### src/rtl/gpx_pkg.sv
package gpx_pkg;

   typedef enum logic [2:0] {
      ST_IDLE   = 3'd0,
      ST_ADDR   = 3'd1,
      ST_ACK    = 3'd2,
      ST_WR     = 3'd3,
      ST_RD     = 3'd4,
      ST_RD_ACK = 3'd5
   } gpx_state_t;

   localparam int SEL_BITS = 2;

   typedef enum logic [SEL_BITS-1:0] {
      SEL_IN  = 2'd0,
      SEL_OUT = 2'd1,
      SEL_POL = 2'd2,
      SEL_DIR = 2'd3
   } gpx_sel_t;

endpackage

### src/rtl/gpx_bus_sync.sv
module gpx_bus_sync #(
   parameter int SYNC_STAGES = 2
) (
   input  logic clk,
   input  logic rst_n,
   input  logic scl_i,
   input  logic sda_i,
   output logic scl_s,
   output logic sda_s,
   output logic scl_rise,
   output logic scl_fall,
   output logic start_det,
   output logic stop_det
);

   logic [SYNC_STAGES-1:0] scl_ff;
   logic [SYNC_STAGES-1:0] sda_ff;
   logic                   scl_q;
   logic                   sda_q;

   always_ff @(posedge clk or negedge rst_n) begin
      if (!rst_n) begin
         scl_ff <= '1;
         sda_ff <= '1;
         scl_q  <= 1'b1;
         sda_q  <= 1'b1;
      end else begin
         scl_ff <= {scl_ff[SYNC_STAGES-2:0], scl_i};
         sda_ff <= {sda_ff[SYNC_STAGES-2:0], sda_i};
         scl_q  <= scl_ff[SYNC_STAGES-1];
         sda_q  <= sda_ff[SYNC_STAGES-1];
      end
   end

   assign scl_s     = scl_ff[SYNC_STAGES-1];
   assign sda_s     = sda_ff[SYNC_STAGES-1];
   assign scl_rise  = scl_s & ~scl_q;
   assign scl_fall  = ~scl_s & scl_q;
   assign start_det = scl_s & scl_q & sda_q & ~sda_s;
   assign stop_det  = scl_s & scl_q & ~sda_q & sda_s;

endmodule

### src/rtl/gpx_link.sv
module gpx_link
   import gpx_pkg::*;
#(
   parameter int         PORT_W  = 8,
   parameter logic [3:0] ADDR_HI = 4'b0011
) (
   input  logic              clk,
   input  logic              rst_n,
   input  logic              scl_s,
   input  logic              sda_s,
   input  logic              scl_rise,
   input  logic              scl_fall,
   input  logic              start_det,
   input  logic              stop_det,
   input  logic [2:0]        addr_pins,
   input  logic [PORT_W-1:0] rd_data,
   output logic              sda_oe,
   output logic              wr_en,
   output logic              wr_cmd,
   output logic [7:0]        wr_byte
);

   localparam logic [3:0] LAST_BIT = 4'd7;
   localparam logic [3:0] FULL     = 4'd8;

   gpx_state_t st;
   logic [3:0] cnt;
   logic [7:0] rx_sh;
   logic [7:0] tx_sh;
   logic       rnw;
   logic       first;
   logic       mack;
   logic [7:0] rd8;
   logic [6:0] own;

   always_comb begin
      rd8               = '0;
      rd8[PORT_W-1:0]   = rd_data;
   end

   assign own = {ADDR_HI, addr_pins};

   always_ff @(posedge clk or negedge rst_n) begin
      if (!rst_n) begin
         st      <= ST_IDLE;
         cnt     <= '0;
         rx_sh   <= '0;
         tx_sh   <= '0;
         rnw     <= 1'b0;
         first   <= 1'b0;
         mack    <= 1'b0;
         sda_oe  <= 1'b0;
         wr_en   <= 1'b0;
         wr_cmd  <= 1'b0;
         wr_byte <= '0;
      end else begin
         wr_en <= 1'b0;
         if (start_det) begin
            st     <= ST_ADDR;
            cnt    <= '0;
            sda_oe <= 1'b0;
         end else if (stop_det) begin
            st     <= ST_IDLE;
            sda_oe <= 1'b0;
         end else begin
            unique case (st)
               ST_ADDR: begin
                  if (scl_rise) begin
                     rx_sh <= {rx_sh[6:0], sda_s};
                     cnt   <= cnt + 4'd1;
                  end else if (scl_fall && cnt == FULL) begin
                     if (rx_sh[7:1] == own) begin
                        st     <= ST_ACK;
                        sda_oe <= 1'b1;
                        rnw    <= rx_sh[0];
                        first  <= 1'b1;
                     end else begin
                        st <= ST_IDLE;
                     end
                  end
               end
               ST_ACK: begin
                  if (scl_fall) begin
                     cnt <= '0;
                     if (rnw) begin
                        st     <= ST_RD;
                        tx_sh  <= rd8;
                        sda_oe <= ~rd8[7];
                     end else begin
                        st     <= ST_WR;
                        sda_oe <= 1'b0;
                     end
                  end
               end
               ST_WR: begin
                  if (scl_rise) begin
                     rx_sh <= {rx_sh[6:0], sda_s};
                     cnt   <= cnt + 4'd1;
                  end else if (scl_fall && cnt == FULL) begin
                     wr_en   <= 1'b1;
                     wr_cmd  <= first;
                     wr_byte <= rx_sh;
                     first   <= 1'b0;
                     st      <= ST_ACK;
                     sda_oe  <= 1'b1;
                  end
               end
               ST_RD: begin
                  if (scl_fall) begin
                     if (cnt == LAST_BIT) begin
                        st     <= ST_RD_ACK;
                        sda_oe <= 1'b0;
                     end else begin
                        tx_sh  <= {tx_sh[6:0], 1'b0};
                        sda_oe <= ~tx_sh[6];
                        cnt    <= cnt + 4'd1;
                     end
                  end
               end
               ST_RD_ACK: begin
                  if (scl_rise) begin
                     mack <= ~sda_s;
                  end else if (scl_fall) begin
                     if (mack) begin
                        st     <= ST_RD;
                        cnt    <= '0;
                        tx_sh  <= rd8;
                        sda_oe <= ~rd8[7];
                     end else begin
                        st <= ST_IDLE;
                     end
                  end
               end
               default: ;
            endcase
         end
      end
   end


   sda_edge_chk: assert property (@(posedge clk) disable iff (!rst_n)
      !$stable(sda_oe) |-> !scl_s);


   addr_miss_chk: assert property (@(posedge clk) disable iff (!rst_n)
      (st == ST_ADDR && scl_fall && !start_det && !stop_det && cnt == FULL
       && rx_sh[7:1] != own) |=> (st == ST_IDLE && !sda_oe));


   stop_release_chk: assert property (@(posedge clk) disable iff (!rst_n)
      (stop_det && !start_det) |=> (!sda_oe && st == ST_IDLE));

endmodule

### src/rtl/gpx_regs.sv
module gpx_regs
   import gpx_pkg::*;
#(
   parameter int PORT_W = 8
) (
   input  logic              clk,
   input  logic              rst_n,
   input  logic              wr_en,
   input  logic              wr_cmd,
   input  logic [7:0]        wr_byte,
   input  logic [PORT_W-1:0] port_in,
   output logic [PORT_W-1:0] rd_data,
   output logic [PORT_W-1:0] port_out,
   output logic [PORT_W-1:0] port_oe
);

   gpx_sel_t          sel;
   logic [PORT_W-1:0] out_q;
   logic [PORT_W-1:0] pol_q;
   logic [PORT_W-1:0] dir_q;
   logic [PORT_W-1:0] in_view;

   always_ff @(posedge clk or negedge rst_n) begin
      if (!rst_n) begin
         sel   <= SEL_IN;
         out_q <= '0;
         pol_q <= '0;
         dir_q <= '1;
      end else if (wr_en) begin
         if (wr_cmd) begin
            sel <= gpx_sel_t'(wr_byte[SEL_BITS-1:0]);
         end else begin
            unique case (sel)
               SEL_OUT: out_q <= wr_byte[PORT_W-1:0];
               SEL_POL: pol_q <= wr_byte[PORT_W-1:0];
               SEL_DIR: dir_q <= wr_byte[PORT_W-1:0];
               default: ;
            endcase
         end
      end
   end

   for (genvar i = 0; i < PORT_W; i++) begin : g_pin
      assign in_view[i] = port_in[i] ^ pol_q[i];
      assign port_oe[i] = ~dir_q[i];
   end

   always_comb begin
      unique case (sel)
         SEL_OUT: rd_data = out_q;
         SEL_POL: rd_data = pol_q;
         SEL_DIR: rd_data = dir_q;
         default: rd_data = in_view;
      endcase
   end

   assign port_out = out_q;


   out_change_chk: assert property (@(posedge clk) disable iff (!rst_n)
      !$stable(port_out) |-> $past(wr_en));


   in_write_ignored_chk: assert property (@(posedge clk) disable iff (!rst_n)
      (wr_en && !wr_cmd && sel == SEL_IN) |=>
         ($stable(out_q) && $stable(pol_q) && $stable(dir_q)));

endmodule

### src/rtl/i2c_gpio_expander.sv
module i2c_gpio_expander #(
   parameter int         PORT_W      = 8,
   parameter int         SYNC_STAGES = 2,
   parameter logic [3:0] ADDR_HI     = 4'b0011
) (
   input  logic              clk,
   input  logic              rst_n,
   input  logic              scl_i,
   input  logic              sda_i,
   output logic              sda_oe,
   input  logic [2:0]        addr_pins,
   input  logic [PORT_W-1:0] port_in,
   output logic [PORT_W-1:0] port_out,
   output logic [PORT_W-1:0] port_oe
);

   if (PORT_W < 1 || PORT_W > 8) begin : g_bad_width
      $error("PORT_W must lie in 1..8");
   end
   if (SYNC_STAGES < 2) begin : g_bad_sync
      $error("SYNC_STAGES must be at least 2");
   end

   logic              scl_s;
   logic              sda_s;
   logic              scl_rise;
   logic              scl_fall;
   logic              start_det;
   logic              stop_det;
   logic              wr_en;
   logic              wr_cmd;
   logic [7:0]        wr_byte;
   logic [PORT_W-1:0] rd_data;

   gpx_bus_sync #(.SYNC_STAGES(SYNC_STAGES)) u_sync (
      .clk       (clk),
      .rst_n     (rst_n),
      .scl_i     (scl_i),
      .sda_i     (sda_i),
      .scl_s     (scl_s),
      .sda_s     (sda_s),
      .scl_rise  (scl_rise),
      .scl_fall  (scl_fall),
      .start_det (start_det),
      .stop_det  (stop_det)
   );

   gpx_link #(.PORT_W(PORT_W), .ADDR_HI(ADDR_HI)) u_link (
      .clk       (clk),
      .rst_n     (rst_n),
      .scl_s     (scl_s),
      .sda_s     (sda_s),
      .scl_rise  (scl_rise),
      .scl_fall  (scl_fall),
      .start_det (start_det),
      .stop_det  (stop_det),
      .addr_pins (addr_pins),
      .rd_data   (rd_data),
      .sda_oe    (sda_oe),
      .wr_en     (wr_en),
      .wr_cmd    (wr_cmd),
      .wr_byte   (wr_byte)
   );

   gpx_regs #(.PORT_W(PORT_W)) u_regs (
      .clk      (clk),
      .rst_n    (rst_n),
      .wr_en    (wr_en),
      .wr_cmd   (wr_cmd),
      .wr_byte  (wr_byte),
      .port_in  (port_in),
      .rd_data  (rd_data),
      .port_out (port_out),
      .port_oe  (port_oe)
   );


   reset_idle_chk: assert property (@(posedge clk)
      $rose(rst_n) |-> (!sda_oe && port_oe == '0 && port_out == '0));

endmodule

### config.mk
export PLATFORM = sky130hd
export DESIGN_NAME = i2c_gpio_expander
export DESIGN_NICKNAME = d
export VERILOG_FILES = /design/src/rtl/gpx_pkg.sv /design/src/rtl/gpx_bus_sync.sv /design/src/rtl/gpx_link.sv /design/src/rtl/gpx_regs.sv /design/src/rtl/i2c_gpio_expander.sv
export SDC_FILE = /design/constraint.sdc
export NUM_CORES = 1
export LEC_CHECK = 0
export ABC_AREA = 1
export BUFFER_PORTS_ARGS = -buffer_cell sky130_fd_sc_hd__buf_2
export CORE_MARGIN = 2
export CORE_UTILIZATION = 45
export DETAILED_ROUTE_END_ITERATION = 12
export PLACE_DENSITY = 0.65
export SYNTH_ARGS = -nofsm -noshare
export SYNTH_HDL_FRONTEND = slang
export SYNTH_HIERARCHICAL = 1
export SYNTH_SLANG_ARGS = --single-unit
export TNS_END_PERCENT = 50
### constraint.sdc
create_clock -name clk -period 5.3 [get_ports clk]
set_input_delay 0.265 -clock clk [delete_from_list [all_inputs] [get_ports clk]]
set_output_delay 0.265 -clock clk [all_outputs]
set_load 0.01 [all_outputs]
==> results of run 1 <==
[placed cells by master (no fill, tap or decap)]
master / n
nor3b_1: 1
nand4_2: 1
dfstp_2: 14
o21ai_0: 22
nor4_2: 1
nor2_2: 3
clkbuf_1: 1
nand3_1: 41
clkbuf_8: 10
inv_1: 58
o21ai_2: 10
dlygate4sd3_1: 1
buf_2: 31
bufinv_16: 2
buf_4: 1
nand2_2: 8
ha_1: 2
a21oi_1: 7
nor2_1: 43
and2_1: 1
nor2_8: 1
nand3_2: 2
nand4_1: 2
clkinv_2: 4
nand2_1: 197
a21oi_2: 1
inv_2: 7
dfrtp_1: 54
nor2_4: 5
a31oi_1: 1
nand2_4: 2
nor3_1: 1
xor2_1: 9
a22oi_2: 1
[timing repair]
item / CTS / global route
gates resized for setup: 0 / 0
endpoints found under the hold margin: 0 / 1
hold buffers: 0 / 1
[worst paths after layout]
| check | start | to | slack [ns] | cells after the start |
|---|---|---|---|---|
| worst min register to register | u_sync/scl_ff[0]$_DFF_PN1_ | u_sync/scl_ff[1]$_DFF_PN1_ | 0.35 | 0 |
| worst max-delay path | u_sync/sda_ff[1]$_DFF_PN1_ | u_link/wr_cmd$_DFFE_PN0P_ | 3.26 | 10 |
| worst max register to register | u_sync/sda_ff[1]$_DFF_PN1_ | u_link/wr_cmd$_DFFE_PN0P_ | 3.26 | 10 |
| min in group asynchronous | rst_n | u_regs/pol_q[5]$_DFFE_PN0P_ | 0.12 | 2 |
| worst min-delay path | sda_i | u_sync/sda_ff[0]$_DFF_PN1_ | 0.02 | 1 |
| max in group asynchronous | rst_n | u_link/rx_sh[3]$_DFFE_PN0P_ | 4.63 | 2 |
[power groups by stage]
stage	sequential [mW]	clock (mW)	combinational [mW]
2_1_floorplan	0.621	0	0.233
3_3_place_gp	0.629	0	0.302
3_5_place_dp	0.630	0	0.306
4_1_cts	0.621	0.483	0.308
5_1_grt	0.628	0.508	0.358
6_report	0.621	0.465	0.309
[state kept, by name, indices dropped and copies added, names as in the netlist, 2 cells and up]
register         flops
u_regs/port_out      8
u_link/wr_byte       8
u_link/st            3
u_regs/dir_q         8
u_regs/pol_q         8
u_sync/scl_ff        2
u_link/tx_sh         7
u_link/cnt           4
u_link/rx_sh         8
u_regs/sel           2
u_sync/sda_ff        2
[cells by family (layout without fill, tap and decap cells)]
kind of cell,count (synthesis),count (layout),share of synthesized area [%]
buffers and inverters,74,115,8.65
xor gates and xnor gates,9,9,2.10
AOI/OAI and AO/OA,42,42,6.92
adders and majority gates,2,2,0.666
DFF,68,68,45.7
and+or+nand+nor,309,309,35.9
[per-layer routing]
| layer | up-vias | track usage [%] | part of all wire (%) |
|---|---|---|---|
| met5 | - | 0 | 0 |
| met4 | 0 | 7.62 | 1.5 |
| met3 | 12 | 3.48 | 4.6 |
| met2 | 76 | 30.9 | 44 |
| met1 | 1421 | 28.6 | 50 |
| li1 | 1636 | - | - |
[cells in the mapped netlist]
| master | instances | share of area (%) |
|---|---|---|
| nand4_1 | 2 | 0.33 |
| a21oi_2 | 1 | 0.23 |
| nand2_4 | 2 | 0.60 |
| xor2_1 | 9 | 2.1 |
| clkinv_2 | 1 | 0.13 |
| nand4_2 | 1 | 0.33 |
| o21ai_2 | 10 | 2.3 |
| nor3b_1 | 1 | 0.20 |
| clkbuf_1 | 1 | 0.10 |
| nand2_2 | 8 | 1.3 |
| nor4_2 | 1 | 0.33 |
| a22oi_2 | 1 | 0.33 |
| nor2_1 | 43 | 4.3 |
| a31oi_1 | 1 | 0.17 |
| nand2_1 | 197 | 20 |
| dfstp_2 | 14 | 9.8 |
| dfrtp_1 | 54 | 36 |
| buf_6 | 6 | 1.8 |
| nor2_4 | 5 | 1.5 |
| nand3_1 | 41 | 5.5 |
| o21ai_0 | 22 | 2.9 |
| nand3_2 | 2 | 0.53 |
| nor3_1 | 1 | 0.13 |
| nor2_2 | 3 | 0.50 |
| and2_1 | 1 | 0.17 |
| inv_2 | 7 | 0.70 |
| inv_1 | 58 | 5.8 |
| nor2_8 | 1 | 0.53 |
| buf_2 | 1 | 0.13 |
| a21oi_1 | 7 | 0.93 |
| ha_1 | 2 | 0.67 |
[layout make-up]
class | instances | area, um2 | share of cell area [%]
multi-input cells | 362 | 1710 | 40.8
inverters | 66 | 249 | 5.92
clock buffers | 11 | 141 | 3.36
well taps | 105 | 131 | 3.13
flip-flops and latches | 68 | 1720 | 40.9
repair buffers | 33 | 173 | 4.11
clock inverters | 5 | 75.1 | 1.79
==> results.sh, run 1 <==
export IMPL_die_w_um=95.4
export IMPL_worstSetupEndpointType="register"
export IMPL_cp_data_required_time_ns=5.57
export IMPL_path_common_cell="nand2_1"
export IMPL_whs_ns=0.0243
export IMPL_hp_class="input port to register"
export IMPL_outcome="finished, final reports clean"
export IMPL_netlist_instances=504
export IMPL_worstPathCellList="inv_1 -> nand2_1 -> nor2_1 -> nor2_4 -> inv_2 -> nor4_2 -> nand2_2 -> inv_1 -> nand2_1 -> nand2_1"
export IMPL_pwr_density_cell_nw_per_um2=332
export IMPL_cts_htree_levels=3
export IMPL_drt_iter0_markers=161
export IMPL_final_area_um2=4200
export IMPL_worst_slack_ns=3.26
export IMPL_grt_pass1_vias=2929
export IMPL_leakagePower_nw=2.19
export IMPL_clk_pin_slew_ns=0.07
export IMPL_p_int_mw=0.957
export IMPL_drive_gt1_share_pct=19.1
export IMPL_grt_pass1_wl_um=14000
export IMPL_cts_made_buffers=9
export IMPL_ys_types=31
export IMPL_pin_count=32
export IMPL_min_period_ns=2.04
export IMPL_clk_path_buf_depth=2
export IMPL_cp_slowest_cell="dfstp_2"
export IMPL_firstDrtPassIters=5
export IMPL_finalHoldViolations=0
export IMPL_io_buffers=31
export IMPL_clk_latency_ns=0.34
export IMPL_clkPwrFrac_pct=33.3
export IMPL_place_congestion=0.888
export IMPL_areaGrowthSynthToFinish_pct=11.8
export IMPL_wire_per_inst_um=12.8
export IMPL_p_seq_share_pct=44.5
export IMPL_syn_nets=521
export IMPL_cp_start_kind="register"
export IMPL_crit_family="simple AND/OR/NAND/NOR gates"
export IMPL_finalNetCount=557
export IMPL_combPwrFrac_pct=22.2
export IMPL_place_ws_ns=3.25
export IMPL_antenna_left=0
export IMPL_critPathArrivalTime_ns=2.31
export IMPL_setup_violations=0
export IMPL_dp_hpwl_um=6020
export IMPL_clock_skew_ns=0.00934
export IMPL_cts_tree="built"
export IMPL_max_vdd_ir_drop_v=0.000209
export IMPL_swShare_pct=31.3
export IMPL_via_per_inst=4.84
export IMPL_tns_ns=0
export IMPL_slew_violations=0
export IMPL_antenna_found_initial=0
export IMPL_ctsRootBufferMaster="clkbuf_8"
export IMPL_drc=0
export IMPL_post_cts_buffers=0
export IMPL_worst_setup_path_type="register to register"
export IMPL_fp_coreArea_um2=8180
export IMPL_rsz0062_at_grt="no"
export IMPL_grt_max_degree=69
export IMPL_n_antenna_cell=0
export IMPL_tightestPinTransition_ns=0.843
export IMPL_fin_util_pct=51.4
export IMPL_dp_cells=633
export IMPL_maxCapViolCount=0
export IMPL_place_area_um2=3980
export IMPL_grt_usage_pct=20.1
export IMPL_vias=3145
export IMPL_slew_headroom_pct=43.8
export IMPL_avgSynthCellArea_um2=7.46
export IMPL_p_switching_mw=0.437
export IMPL_die_area_um2=9100
export IMPL_synth_seq_area_share_pct=45.7
export IMPL_path_buf_inv=3
export IMPL_final_cells=650
export IMPL_fp_dieH_um=95.4
export IMPL_fmax_mhz=491
export IMPL_post_route_period_util_pct=38.5
export IMPL_synth_seq_cells=68
export IMPL_routed_wl_um=8310
export IMPL_synthesis_area_um2=3760
export IMPL_overflow=0
export IMPL_power_mw=1.39
export IMPL_cpPeakStageDelay_ns=0.57
export IMPL_cts_sinks=68
export IMPL_n_fill_cell=841
export IMPL_yosys_warnings=6
export IMPL_crit_fanout=17
export IMPL_initial_core_util_pct=46.0
export IMPL_rows=33
No activity file was read; power rests on OpenSTA's default activity.
==> run 2, diff against run 1 <==
--- a/config.mk
+++ b/config.mk
@@ -10,7 +10,7 @@
 export CORE_MARGIN = 2
 export CORE_UTILIZATION = 45
 export DETAILED_ROUTE_END_ITERATION = 12
-export PLACE_DENSITY = 0.65
+export PLACE_DENSITY = 0.67
 export SYNTH_ARGS = -nofsm -noshare
 export SYNTH_HDL_FRONTEND = slang
 export SYNTH_HIERARCHICAL = 1
==> constraint.sdc (replaced) <==
create_clock -name clk -period 1.7 [get_ports clk]
set_input_delay 0.085 -clock clk [delete_from_list [all_inputs] [get_ports clk]]
set_output_delay 0.085 -clock clk [all_outputs]
set_load 0.01 [all_outputs]
==> run 2 against run 1 <==
  * The flow now finishes with violations (setup timing)
  * Core utilization grew 5.3 points
  * Final area rose by 10%
  * Sequential cell count unchanged
  * Die area did not move
  * Clock skew about the same
  * Non-clock buffer count increased by 30
  * Fmax increased by 18%
  * Setup slack worse by 3.3 ns
  * Critical path type unchanged
==> results.sh, run 2 (synthesis gave the netlist of run 1 again) <==
export IMPL_outcome="finished, violations left"
export IMPL_failed_checks="setup timing"
export IMPL_p_switching_mw=1.44
export IMPL_drc=0
export IMPL_grt_usage_pct=20.8
export IMPL_min_period_ns=1.72
export IMPL_antenna_left=0
export IMPL_worst_slack_ns=-0.0250
export IMPL_crit_fanout=9
export IMPL_final_area_um2=4640
export IMPL_n_antenna_cell=0
export IMPL_clk_pin_slew_ns=0.08
export IMPL_cts_tree="built"
export IMPL_clk_path_buf_depth=2
export IMPL_pin_count=32
export IMPL_overflow=0
export IMPL_io_buffers=31
export IMPL_layout_commonest_cell="nand2_1"
export IMPL_clkPwrFrac_pct=39.7
export IMPL_antenna_found_initial=0
export IMPL_hp_class="input port to register"
export IMPL_swShare_pct=29.0
export IMPL_r2r_start="u_sync/scl_q$_DFF_PN1_"
export IMPL_post_route_period_util_pct=101
export IMPL_place_area_um2=4230
export IMPL_leakagePower_nw=2.41
export IMPL_vias=3337
export IMPL_drt_iter0_markers=163
export IMPL_combPwrFrac_pct=21.6
export IMPL_maxCapViolCount=0
export IMPL_layout_common_cells="193 x nand2_1, 55 x inv_1, 54 x dfrtp_1"
export IMPL_finalHoldViolations=0
export IMPL_initial_core_util_pct=46.0
export IMPL_cts_htree_levels=3
export IMPL_max_vdd_ir_drop_v=0.000656
export IMPL_drive_gt1_share_pct=25.6
export IMPL_worstPathCellList="inv_1 -> nor2_2 -> nand4_1 -> nor4_4 -> nand2_2 -> buf_12 -> nand2_1 -> o21ai_2"
export IMPL_die_w_um=95.4
export IMPL_routed_wl_um=8770
export IMPL_firstDrtPassIters=5
export IMPL_rsz0062_at_grt="yes"
export IMPL_tns_ns=-0.0663
export IMPL_tightestPinTransition_ns=0.364
export IMPL_cpPeakStageDelay_ns=0.57
export IMPL_areaGrowthSynthToFinish_pct=23.4
export IMPL_place_congestion=0.886
export IMPL_cp_startpoint="u_sync/scl_q$_DFF_PN1_"
export IMPL_p_seq_share_pct=38.7
export IMPL_setup_violations=7
export IMPL_fmax_mhz=580
export IMPL_wire_per_inst_um=12.9
export IMPL_n_fill_cell=779
export IMPL_path_buf_inv=2
export IMPL_rows=33
export IMPL_worstSetupEndpointType="register"
export IMPL_slew_headroom_pct=75.7
export IMPL_cp_slowest_cell="dfstp_2"
export IMPL_critPathArrivalTime_ns=1.97
export IMPL_worst_setup_path_type="register to register"
export IMPL_grt_max_degree=69
export IMPL_clk_latency_ns=0.36
export IMPL_ctsRootBufferMaster="clkbuf_8"
export IMPL_p_int_mw=3.53
export IMPL_clock_skew_ns=0.00899
export IMPL_via_per_inst=4.91
export IMPL_die_area_um2=9100
export IMPL_hp_start="port_in[0]"
export IMPL_cts_made_buffers=9
export IMPL_cp_data_required_time_ns=1.95
export IMPL_dp_hpwl_um=6170
export IMPL_fp_coreArea_um2=8180
export IMPL_slew_violations=0
export IMPL_cp_start_kind="register"
export IMPL_fp_dieH_um=95.4
export IMPL_grt_pass1_vias=3051
export IMPL_grt_pass1_wl_um=14400
export IMPL_cts_sinks=68
export IMPL_crit_family="simple AND/OR/NAND/NOR gates"
export IMPL_finalNetCount=587
export IMPL_pwr_density_cell_nw_per_um2=1070
## run 2: cell count changes in the layout (fill, tap and decap cells not counted), sizes merged
cell / previous run / this run
buf: 32 / 59
bufinv: 2 / 5
clkinv: 4 / 2
dlygate4sd3: 1 / 3
## run 2: power groups by stage
stage	Clock (mW)	Combinational [mW]	Sequential, mW
after global routing	2.09	1.23	1.94
final	1.98	1.08	1.92
after CTS	2.01	1.07	1.92
after floorplan	0	0.732	1.93
after detailed placement	0	1.06	1.95
after global placement	0	1.05	1.95
## run 2: area by class of cell
type / count / area [um2] / share of cell area [%]
Clock buffer: 10 / 138 / 2.97
Inverter: 66 / 249 / 5.37
Multi-Input combinational cell: 362 / 1770 / 38.2
Sequential cell: 68 / 1720 / 37.1
Clock inverter: 6 / 159 / 3.43
Timing Repair Buffer: 63 / 470 / 10.1
Tap cell: 105 / 131 / 2.83
## run 2: worst min-delay path, cell delays in order
cell,delay [ns]
buf_2,0.09
xor2_1,0.06
nand2_1,0.05
nand2_1,0.06
nand3_2,0.06
nand2_1,0.04
## run 2: path summary, 6_finish.rpt
kind                                                 end  slack [ns]  cells after the start
setup reg to reg           u_link/wr_byte[5]$_DFFE_PN0P_       -0.02                      8
setup / recovery           u_link/wr_byte[5]$_DFFE_PN0P_       -0.02                      8
min in group asynchronous    u_regs/pol_q[6]$_DFFE_PN0P_        0.27                      3
max in group asynchronous     u_sync/scl_ff[1]$_DFF_PN1_        1.09                      3
hold / removal               u_link/tx_sh[0]$_DFFE_PN0P_        0.13                      6
hold reg to reg               u_sync/sda_ff[1]$_DFF_PN1_        0.36                      0
## run 2: routing by layer
metal,GRT usage (%),wire [um]
met2,33.6,4050
met1,28.3,4100
met5,0,0
met4,8.93,168
met3,2.69,456
## run 2: repair_timing
action,in CTS,in global routing
setup buffers,0,2
resized for setup,3,14
setup endpoints to repair,4,28
cloned,0,1
hold endpoints to repair,56,0
pin swaps,1,2
hold buffers,3,0
## run 2: through the flow
stage / std cells / setup slack (ns) / power (mW) / utilization [%] / hold slack [ns]
5_1_grt: 680 / -0.142 / 5.26 / 56.7 / 0.135
3_3_place_gp: 658 / 0.00435 / 2.99 / 51.7 / 0.135
4_1_cts: 677 / -0.00209 / 5.01 / 55.8 / 0.124
6_report: 680 / -0.0250 / 4.98 / 56.7 / 0.134
3_5_place_dp: 658 / -0.0307 / 3.01 / 51.7 / 0.136
2_1_floorplan: 504 / 0.00694 / 2.67 / - / -0.211
